**src/rtl/divcfg_pkg.sv**
```systemverilog
package divcfg_pkg;
  localparam int M_W  = 9;
  localparam int N_W  = 2;
  localparam int SS_W = 6;
  localparam int BYTE_W = 8;
  localparam logic [4:0] ADDR_HIGH = 5'b11011;
  localparam logic [M_W-1:0] M_RESET = 9'd256;

  typedef struct packed {
    logic [N_W-1:0]  n;
    logic [M_W-1:0]  m;
    logic            up;
    logic            dn;
    logic [SS_W-1:0] ss;
  } cfg_t;

  localparam cfg_t CFG_RESET = '{n: '0, m: M_RESET, up: 1'b0, dn: 1'b0, ss: '0};
endpackage

```
**src/rtl/divcfg_line_sync.sv**
```systemverilog
module divcfg_line_sync #(
  parameter int STAGES = 2
) (
  input  logic clk,
  input  logic rst,
  input  logic scl_i,
  input  logic sda_i,
  output logic scl_s,
  output logic sda_s,
  output logic start_o,
  output logic stop_o,
  output logic rise_o,
  output logic fall_o
);
  localparam int LINES = 2;
  logic [LINES-1:0] raw, cur, prv;
  assign raw = {sda_i, scl_i};

  for (genvar g = 0; g < LINES; g++) begin : g_line
    logic [STAGES-1:0] pipe;
    always_ff @(posedge clk) begin
      if (rst) pipe <= '1;
      else     pipe <= {pipe[STAGES-2:0], raw[g]};
    end
    assign cur[g] = pipe[STAGES-1];
  end

  always_ff @(posedge clk) begin
    if (rst) prv <= '1;
    else     prv <= cur;
  end

  assign scl_s   = cur[0];
  assign sda_s   = cur[1];
  assign start_o = cur[0] & prv[0] & prv[1] & ~cur[1];
  assign stop_o  = cur[0] & prv[0] & ~prv[1] & cur[1];
  assign rise_o  = cur[0] & ~prv[0];
  assign fall_o  = ~cur[0] & prv[0];
endmodule

```
**src/rtl/divcfg_frame_rx.sv**
```systemverilog
module divcfg_frame_rx
  import divcfg_pkg::*;
#(
  parameter int DUMMY_BYTES = 1
) (
  input  logic clk,
  input  logic rst,
  input  logic addr_sel,
  input  logic sda_s,
  input  logic start_det,
  input  logic stop_det,
  input  logic scl_rise,
  input  logic scl_fall,
  output logic sda_oe,
  output cfg_t shadow,
  output logic ser_commit
);
  localparam int IDX_B0   = DUMMY_BYTES + 1;
  localparam int IDX_B1   = DUMMY_BYTES + 2;
  localparam int IDX_B2   = DUMMY_BYTES + 3;
  localparam int IDX_W    = $clog2(IDX_B2 + 2);
  localparam int BIT_W    = $clog2(BYTE_W + 1);

  typedef enum logic [1:0] {RX_IDLE, RX_BITS, RX_ACK} rx_state_t;
  rx_state_t state;
  logic [BIT_W-1:0]  bit_cnt;
  logic [IDX_W-1:0]  byte_idx;
  logic [BYTE_W-1:0] shreg;
  logic              full;
  logic              addr_hit;

  assign addr_hit = (shreg == {ADDR_HIGH, addr_sel, 1'b0, 1'b0});

  always_ff @(posedge clk) begin
    if (rst) begin
      state      <= RX_IDLE;
      bit_cnt    <= '0;
      byte_idx   <= '0;
      shreg      <= '0;
      full       <= 1'b0;
      sda_oe     <= 1'b0;
      shadow     <= CFG_RESET;
      ser_commit <= 1'b0;
    end else begin
      ser_commit <= 1'b0;
      if (start_det) begin
        state    <= RX_BITS;
        bit_cnt  <= '0;
        byte_idx <= '0;
        full     <= 1'b0;
        sda_oe   <= 1'b0;
      end else if (stop_det) begin
        ser_commit <= full;
        full       <= 1'b0;
        sda_oe     <= 1'b0;
        state      <= RX_IDLE;
      end else begin
        case (state)
          RX_BITS: begin
            if (scl_rise && bit_cnt < BIT_W'(BYTE_W)) begin
              shreg   <= {shreg[BYTE_W-2:0], sda_s};
              bit_cnt <= bit_cnt + 1'b1;
            end else if (scl_fall && bit_cnt == BIT_W'(BYTE_W)) begin
              if (byte_idx == '0) begin
                if (addr_hit) begin
                  sda_oe <= 1'b1;
                  state  <= RX_ACK;
                end else begin
                  state  <= RX_IDLE;
                end
              end else if (int'(byte_idx) <= IDX_B2) begin
                sda_oe <= 1'b1;
                state  <= RX_ACK;
                if (int'(byte_idx) == IDX_B0) begin
                  shadow.n       <= shreg[7:6];
                  shadow.m[8:3]  <= shreg[5:0];
                end
                if (int'(byte_idx) == IDX_B1) shadow.m[2:0] <= shreg[7:5];
                if (int'(byte_idx) == IDX_B2) begin
                  shadow.up <= shreg[7];
                  shadow.dn <= shreg[6];
                  shadow.ss <= shreg[5:0];
                  full      <= 1'b1;
                end
              end else begin
                state <= RX_IDLE;
              end
            end
          end
          RX_ACK: begin
            if (scl_fall) begin
              sda_oe   <= 1'b0;
              bit_cnt  <= '0;
              byte_idx <= byte_idx + 1'b1;
              state    <= RX_BITS;
            end
          end
          default: ;
        endcase
      end
    end
  end


  commit_after_stop_chk: assert property (@(posedge clk) disable iff (rst)
    ser_commit |-> $past(stop_det));

  ack_on_fall_chk: assert property (@(posedge clk) disable iff (rst)
    $rose(sda_oe) |-> $past(scl_fall));

  no_extra_ack_chk: assert property (@(posedge clk) disable iff (rst)
    sda_oe |-> int'(byte_idx) <= IDX_B2);
endmodule

```
**src/rtl/divcfg_active_regs.sv**
```systemverilog
module divcfg_active_regs
  import divcfg_pkg::*;
(
  input  logic           clk,
  input  logic           rst,
  input  logic           pload_n,
  input  logic [M_W-1:0] m_pin,
  input  logic [N_W-1:0] n_pin,
  input  logic           ser_commit,
  input  cfg_t           shadow,
  output cfg_t           cfg,
  output logic           commit
);
  logic pload_q;

  always_ff @(posedge clk) begin
    if (rst) begin
      cfg     <= CFG_RESET;
      pload_q <= 1'b1;
      commit  <= 1'b0;
    end else begin
      commit  <= 1'b0;
      pload_q <= pload_n;
      if (!pload_n) begin
        cfg.m <= m_pin;
        cfg.n <= n_pin;
      end else if (!pload_q) begin
        cfg.m  <= m_pin;
        cfg.n  <= n_pin;
        commit <= 1'b1;
      end else if (ser_commit) begin
        cfg    <= shadow;
        commit <= 1'b1;
      end
    end
  end


  pins_follow_chk: assert property (@(posedge clk) disable iff (rst)
    (!$past(rst) && !$past(pload_n)) |-> (cfg.m == $past(m_pin) && cfg.n == $past(n_pin)));

  hold_latched_chk: assert property (@(posedge clk) disable iff (rst)
    (!$past(rst) && $past(pload_n) && $past(pload_q) && !$past(ser_commit)) |-> $stable(cfg));
endmodule

```
**src/rtl/i2c_divcfg_port.sv**
```systemverilog
module i2c_divcfg_port
  import divcfg_pkg::*;
#(
  parameter int SYNC_STAGES = 2,
  parameter int DUMMY_BYTES = 1
) (
  input  logic            clk,
  input  logic            rst,
  input  logic            scl_i,
  input  logic            sda_i,
  output logic            sda_oe_o,
  input  logic            addr_sel_i,
  input  logic            pload_n_i,
  input  logic [M_W-1:0]  m_pin_i,
  input  logic [N_W-1:0]  n_pin_i,
  output logic [M_W-1:0]  m_o,
  output logic [N_W-1:0]  n_o,
  output logic            up_o,
  output logic            down_o,
  output logic [SS_W-1:0] ss_o,
  output logic            commit_o
);
  logic scl_s, sda_s, start_det, stop_det, scl_rise, scl_fall;
  logic ser_commit;
  cfg_t shadow, cfg;

  divcfg_line_sync #(.STAGES(SYNC_STAGES)) i_sync (
    .clk(clk), .rst(rst), .scl_i(scl_i), .sda_i(sda_i),
    .scl_s(scl_s), .sda_s(sda_s), .start_o(start_det), .stop_o(stop_det),
    .rise_o(scl_rise), .fall_o(scl_fall)
  );

  divcfg_frame_rx #(.DUMMY_BYTES(DUMMY_BYTES)) i_rx (
    .clk(clk), .rst(rst), .addr_sel(addr_sel_i), .sda_s(sda_s),
    .start_det(start_det), .stop_det(stop_det), .scl_rise(scl_rise),
    .scl_fall(scl_fall), .sda_oe(sda_oe_o), .shadow(shadow), .ser_commit(ser_commit)
  );

  divcfg_active_regs i_regs (
    .clk(clk), .rst(rst), .pload_n(pload_n_i), .m_pin(m_pin_i), .n_pin(n_pin_i),
    .ser_commit(ser_commit), .shadow(shadow), .cfg(cfg), .commit(commit_o)
  );

  assign m_o    = cfg.m;
  assign n_o    = cfg.n;
  assign up_o   = cfg.up;
  assign down_o = cfg.dn;
  assign ss_o   = cfg.ss;


  reset_idle_chk: assert property (@(posedge clk)
    $past(rst) |-> (!sda_oe_o && !commit_o));
endmodule

```
**config.mk**
```make
export PLATFORM = sky130hd
export DESIGN_NAME = i2c_divcfg_port
export DESIGN_NICKNAME = d
export VERILOG_FILES = /design/src/rtl/divcfg_pkg.sv /design/src/rtl/divcfg_line_sync.sv /design/src/rtl/divcfg_frame_rx.sv /design/src/rtl/divcfg_active_regs.sv /design/src/rtl/i2c_divcfg_port.sv
export SDC_FILE = /design/constraint.sdc
export NUM_CORES = 1
export LEC_CHECK = 0
export BUFFER_PORTS_ARGS = -buffer_cell sky130_fd_sc_hd__buf_2
export CORE_ASPECT_RATIO = 0.9
export CORE_UTILIZATION = 55
export CTS_CLUSTER_DIAMETER = 40
export DETAILED_ROUTE_END_ITERATION = 8
export PLACE_DENSITY = 0.74
export SYNTH_ARGS = -nofsm -noshare
export SYNTH_HDL_FRONTEND = slang
export SYNTH_SLANG_ARGS = --single-unit
```
**constraint.sdc**
```tcl
create_clock -name clk -period 2.62 [get_ports clk]
set_clock_uncertainty 0.05 [all_clocks]
set_input_delay 0.262 -clock clk [delete_from_list [all_inputs] [get_ports clk]]
set_output_delay 0.262 -clock clk [all_outputs]
set_load 0.02 [all_outputs]
```
Word level (Yosys, flattened, before mapping)

Cells that the tools add are included.
Widths: inputs -> output; s select.

Register bits: 66
Bits of input ports: 17
Word-level logic and storage cells: 105

Bitwise operators: 16
$add $sub $neg: 2
Reductions and logical operators: 20
$lt $le $gt $ge: 2
Eq/ne operators: 17
Muxes and demuxes: 24

Operators by type and width:

| operator            | count |
|---|---|
| $reduce_and 8->1    | 3 |
| $mux 11             | 2 |
| $mux 19             | 1 |
| $reduce_and 4->1    | 4 |
| $mux 2              | 6 |
| $reduce_and 6->1    | 2 |
| $mux 1              | 10 |
| $eq 3x3->1 const B  | 3 |
| $not 1->1           | 9 |
| $eq 8x8->1          | 1 |
| $mux 4              | 2 |
| $ne 4x1->1 const B  | 2 |
| $pmux 4 s2          | 1 |
| $and 1x1->1         | 7 |
| $ne 2x1->1 const B  | 3 |
| $reduce_and 3->1    | 2 |
| $reduce_or 3->1     | 2 |
| $add 4x1->4 const B | 1 |
| $eq 4x4->1 const B  | 1 |
| $lt 4x4->1 const B  | 1 |
| $ne 4x2->1 const B  | 1 |
| $pmux 2 s2          | 1 |
| $reduce_bool 4->1   | 1 |
| $reduce_or 2->1     | 2 |
| 12 further kinds    | 13 |

Depth between registers and ports, before layout

Depth in word-level cells: 8
Depth in mapped cells: 7

Cells and area by module

From an unflattened synthesis, not the netlist that was laid out.

Cell total of the unflattened synthesis: 290
Area total of the unflattened synthesis: 2934.1 um^2

By module, submodules not included:

| module             | area each (um^2) | cells each | times used | sequential area each (um^2) |
|---|---|---|---|---|
| divcfg_frame_rx    | 1764.2           | 182        | 1          | 780.7 |
| divcfg_active_regs | 979.7            | 92         | 1          | 420.4 |
| divcfg_line_sync   | 190.2            | 16         | 1          | 120.1 |

Least setup slack after synthesis

Ideal clock, no wire load.

Path kind: reg-to-reg
Start point: register i_rx.byte_idx[0]
End point: register, netlist name i_rx.shadow[16]
Stages on the path, launching flop included: 6
Period minus slack after synthesis: 1.707 ns
Required time: 2.450 ns
Slack: 0.913 ns
Path buffers: 0
Setup time: 0.120 ns
Data arrival time: 1.537 ns
Cell sequence: dfxtp_1 > inv_1 > ha_1 > nor3b_1 > nand4_2 > a211o_1

Cells in the longest elaborated chain, start to end: 3
Elaborated cells on any way between the ends: 5
Those cells by class: order compare: 1; eq/ne: 1; bitwise: 1; reduce/logical: 2

RTL lines:

| what                                                               | line                  | RTL |
|---|---|---|
| start, declared                                                    | divcfg_frame_rx.sv:27 | `logic [IDX_W-1:0] byte_idx;` |
| start signal, assigned                                             | divcfg_frame_rx.sv:94 | `byte_idx <= byte_idx + 1'b1;` |
| parallel branches: the longest is 2 deep, another holds $le 3x3->1 | n/a                   |  |
| $reduce_and 8->1 (no line) (*)                                     | n/a                   |  |

Every way passes the cells marked *.
A chain may end at the register's enable or synchronous reset.

Worst setup path in the final report

Start point: register i_rx.byte_idx[0]
End point: register, netlist name i_rx.shadow[16]

Cells in the longest elaborated chain, start to end: 3
Elaborated cells on any way between the ends: 5
Those cells by class: order compare: 1; eq/ne: 1; bitwise: 1; reduce/logical: 2

RTL lines:

| what |
|---|
| parallel branches: the longest is 2 deep, another holds $le 3x3->1 |
| $reduce_and 8->1 (no line) (*) |

Marks and branches as above.

==> reports/metrics.csv <==
stage,metric,value,unit
cts,CTS Hold Bufs,0,
floorplan,Die Width,78.05,um
routing,vias per std cell,5.569,
floorplan,row cnt,24,
sta,worst slew pin tran,0.5737,ns
sta,Final Hold Vio Count,0,
floorplan,core footprint,4925,sq um
routing,DRT iter0 DRCs,108,
place,routability cong.,0.8606,
sta,Fmax,506.9,MHz
routing,routed len/inst,14.15,um
yosys,post-synth top area cell,dfxtp_1,
yosys,Area contributors post-synth,"dfxtp_1, mux2i_1, nand2_1",
grt,first-pass GRT wire length,10050,um
power_and_ir_drop,pwr dens,636.4,nW/um^2
yosys,Async SR Flop Fraction,0,
worst_setup_path,"Arr. time, crit path",2.16,ns
yosys,Post-synth EDFFs,0,
worst_setup_path,CP required,2.81,ns
grt,initial antenna violation count,0,
final_layout,Antenna diodes,0,
routing,DR DRC count,0,
final_layout,post-route cell area,3311,sq um
final_layout,# nets final,373,
sta,fin crit share,0.7530,
cts,# clock sinks,66,
run_status,status,completed,
yosys,Synth Instances,312,
final_layout,fraction of layout cells with a size suffix above 1,0.2011,
cts,Post-CTS Setup Bufs,0,
yosys,top cell type's share of synthesized area,0.4615,
floorplan,die height,70.45,um
cts,worst skew pair latency,0.34,ns
worst_setup_path,Crit Path Category,reg -> reg,
cts,CTS max path bufs,2,
yosys,Syn. warnings,0,
sta,min cycle time layout,1.973,ns
power_and_ir_drop,Overall Power,2.107,mW
final_layout,Final Util,0.6723,
cts,Num CTS Buffers,9,
power_and_ir_drop,static leakage,1.365,nW
yosys,Seq cells post-synth,66,
grt,Congestion Overflow GR,0,
worst_setup_path,Setup crit start kind,register,
sta,Final setup viols,0,
grt,GRT Resource Usage Total,0.2356,
power_and_ir_drop,Max VDD drop,0.5658,mV
run,maxcap violations,0,
routing,final wirelength,5913,um
grt,largest net degree at the start of global routing,61,
cts,CTS tree,done,
cts,CTS root buf,clkbuf_8,
routing,DRT Pass-1 Iters,5,
yosys,post-synth net total,337,
yosys,post-synthesis sequential area ratio,0.4615,
routing,post-route ant nets,0,
sta,hold slack,0.04826,ns
place,# port buffers,37,
yosys,ys flop type,dfxtp_1,
floorplan,initial core utilization,0.5813,
cts,CTS HTree Levels,3,
routing,vias,2328,
sta,RSZ-0062 raised after global routing,no,
floorplan,DIE AREA,5498,sq um
worst_setup_path,CP endpoint kind,register,
final_layout,area grow syn2layout,15.65,%
cts,PostCTS Resize Cnt,0,
floorplan,# IOs,38,
grt,vias in the first global route,2167,
place,DP HPWL,3968,um
min_path,worst hold path class,in -> reg,
yosys,count of unique library cells instantiated by Yosys,50,
place,Placement Cell Area,3092,sq um
sta,max-slew violations,0,
worst_setup_path,CP Max Fanout,8,
sta,Max-slew headroom,0.6176,
yosys,average size of a mapped cell,9.175,sq um
sta,Setup TNS,0,ns
cts,"CTS clk-pin slew, worst paths",0.07,ns
yosys,Mapped Area,2863,sq um
==> final cells by class <==
class | instances | area [sq um]
Multi-Input combinational cell | 219 | 1425
Fill cell | 407 | 1614
Inverter | 9 | 33.78
Clock inverter | 5 | 77.57
Sequential cell | 66 | 1321
Clock buffer | 11 | 141.4
Timing Repair Buffer | 43 | 230.2
Tap cell | 65 | 81.33
==> per-layer routing <==
layer	GRT usage	routed length [um]
met1	0.2960	2772
met2	0.3733	2691
met3	0.07843	348
met4	0.08848	100
met5	0	0
==> worst max-delay path: stages, from the launching register on <==
cell     delay [ns]
dfxtp_1        0.38
inv_1          0.10
ha_1           0.26
nor3b_1        0.35
nand4_2        0.35
a211o_1        0.38
==> cell usage in the layout (no fill, tap or decap), drive strengths merged, types with 2 or more instances in the layout <==
| cell | synthesis | final |
|---|---|---|
| or2 | 8 | 8 |
| ha | 8 | 8 |
| buf | 8 | 43 |
| and3 | 3 | 3 |
| clkbuf | 10 | 11 |
| clkinv | 0 | 2 |
| or4b | 2 | 2 |
| o311ai | 2 | 2 |
| mux2i | 27 | 27 |
| a211oi | 12 | 12 |
| nor3 | 3 | 3 |
| nor3b | 3 | 3 |
| nor2 | 31 | 31 |
| bufinv | 0 | 2 |
| a21oi | 23 | 23 |
| nor2b | 4 | 4 |
| nand2 | 33 | 33 |
| nand3 | 20 | 20 |
| inv | 9 | 9 |
| dfxtp | 66 | 66 |
| nand2b | 5 | 5 |
| nand4 | 3 | 3 |
| o21ai | 5 | 5 |
| o31ai | 3 | 3 |
| and4bb | 2 | 2 |
| and4b | 2 | 2 |
| o211ai | 2 | 2 |
| nand4b | 3 | 3 |
==> cell usage after synthesis, types with 4 or more instances <==
library cell   n
nor2b_1        4
inv_1          9
dfxtp_1       66
a211oi_1      11
a21oi_1       23
nand3_1       20
nand2_1       33
ha_1           8
or2_2          7
o21ai_0        5
nand2b_1       5
mux2i_1       27
clkbuf_1      10
nor2_1        31
==> cells by family (layout without fill, tap and decap cells) <==
family,Yosys count,count (layout),share of synthesized area
simple gates,129,129,0.2404
flops,66,66,0.4615
compound gates,53,53,0.1219
mux,27,27,0.09441
buf+inv,27,68,0.04065
fa+ha+maj,8,8,0.03497
xor+xnor,2,2,0.006120
==> report_power, final <==
group / switching [mW] / total [mW] / leakage (nW) / internal (mW)
combinational: 0.0831 / 0.133 / 0.719 / 0.0500
sequential: 0.0125 / 1.04 / 0.536 / 1.02
clock: 0.379 / 0.938 / 0.109 / 0.558
total: 0.475 / 2.11 / 1.37 / 1.63
==> final timing paths <==
check	startpoint	end	slack, ns	cells after the start
setup reg to reg	i_rx.byte_idx[0]$_SDFFE_PP0P_	i_rx.shadow[16]$_SDFFE_PP1P_	0.65	5
hold reg to reg	i_sync.g_line[0].pipe[0]$_SDFF_PP1_	i_sync.g_line[0].pipe[1]$_SDFF_PP1_	0.37	1
hold / removal	sda_i	i_sync.g_line[1].pipe[0]$_SDFF_PP1_	0.05	2
setup / recovery	i_rx.byte_idx[0]$_SDFFE_PP0P_	i_rx.shadow[16]$_SDFFE_PP1P_	0.65	5
==> state kept, by name, indices dropped and copies added (netlist names) <==
name and cells:
i_rx.shadow 19, i_rx.shreg 8, i_regs.commit 1, i_rx.byte_idx 3, i_rx.bit_cnt 4, i_sync.prv 2, i_sync.g_line.pipe 4, i_rx.sda_oe 1
i_rx.state 2, i_rx.full 1, i_rx.ser_commit 1, i_regs.cfg 19, i_regs.pload_q 1
==> per-stage QoR <==
step | setup WS, ns | std cells
3_5_place_dp | 0.6866 | 402
4_1_cts | 0.6573 | 418
6_report | 0.6471 | 418
2_1_floorplan | 0.9134 | 312
3_3_place_gp | 0.8041 | 402
5_1_grt | 0.5010 | 418
Note: power is estimated with default switching activity, not from simulation.
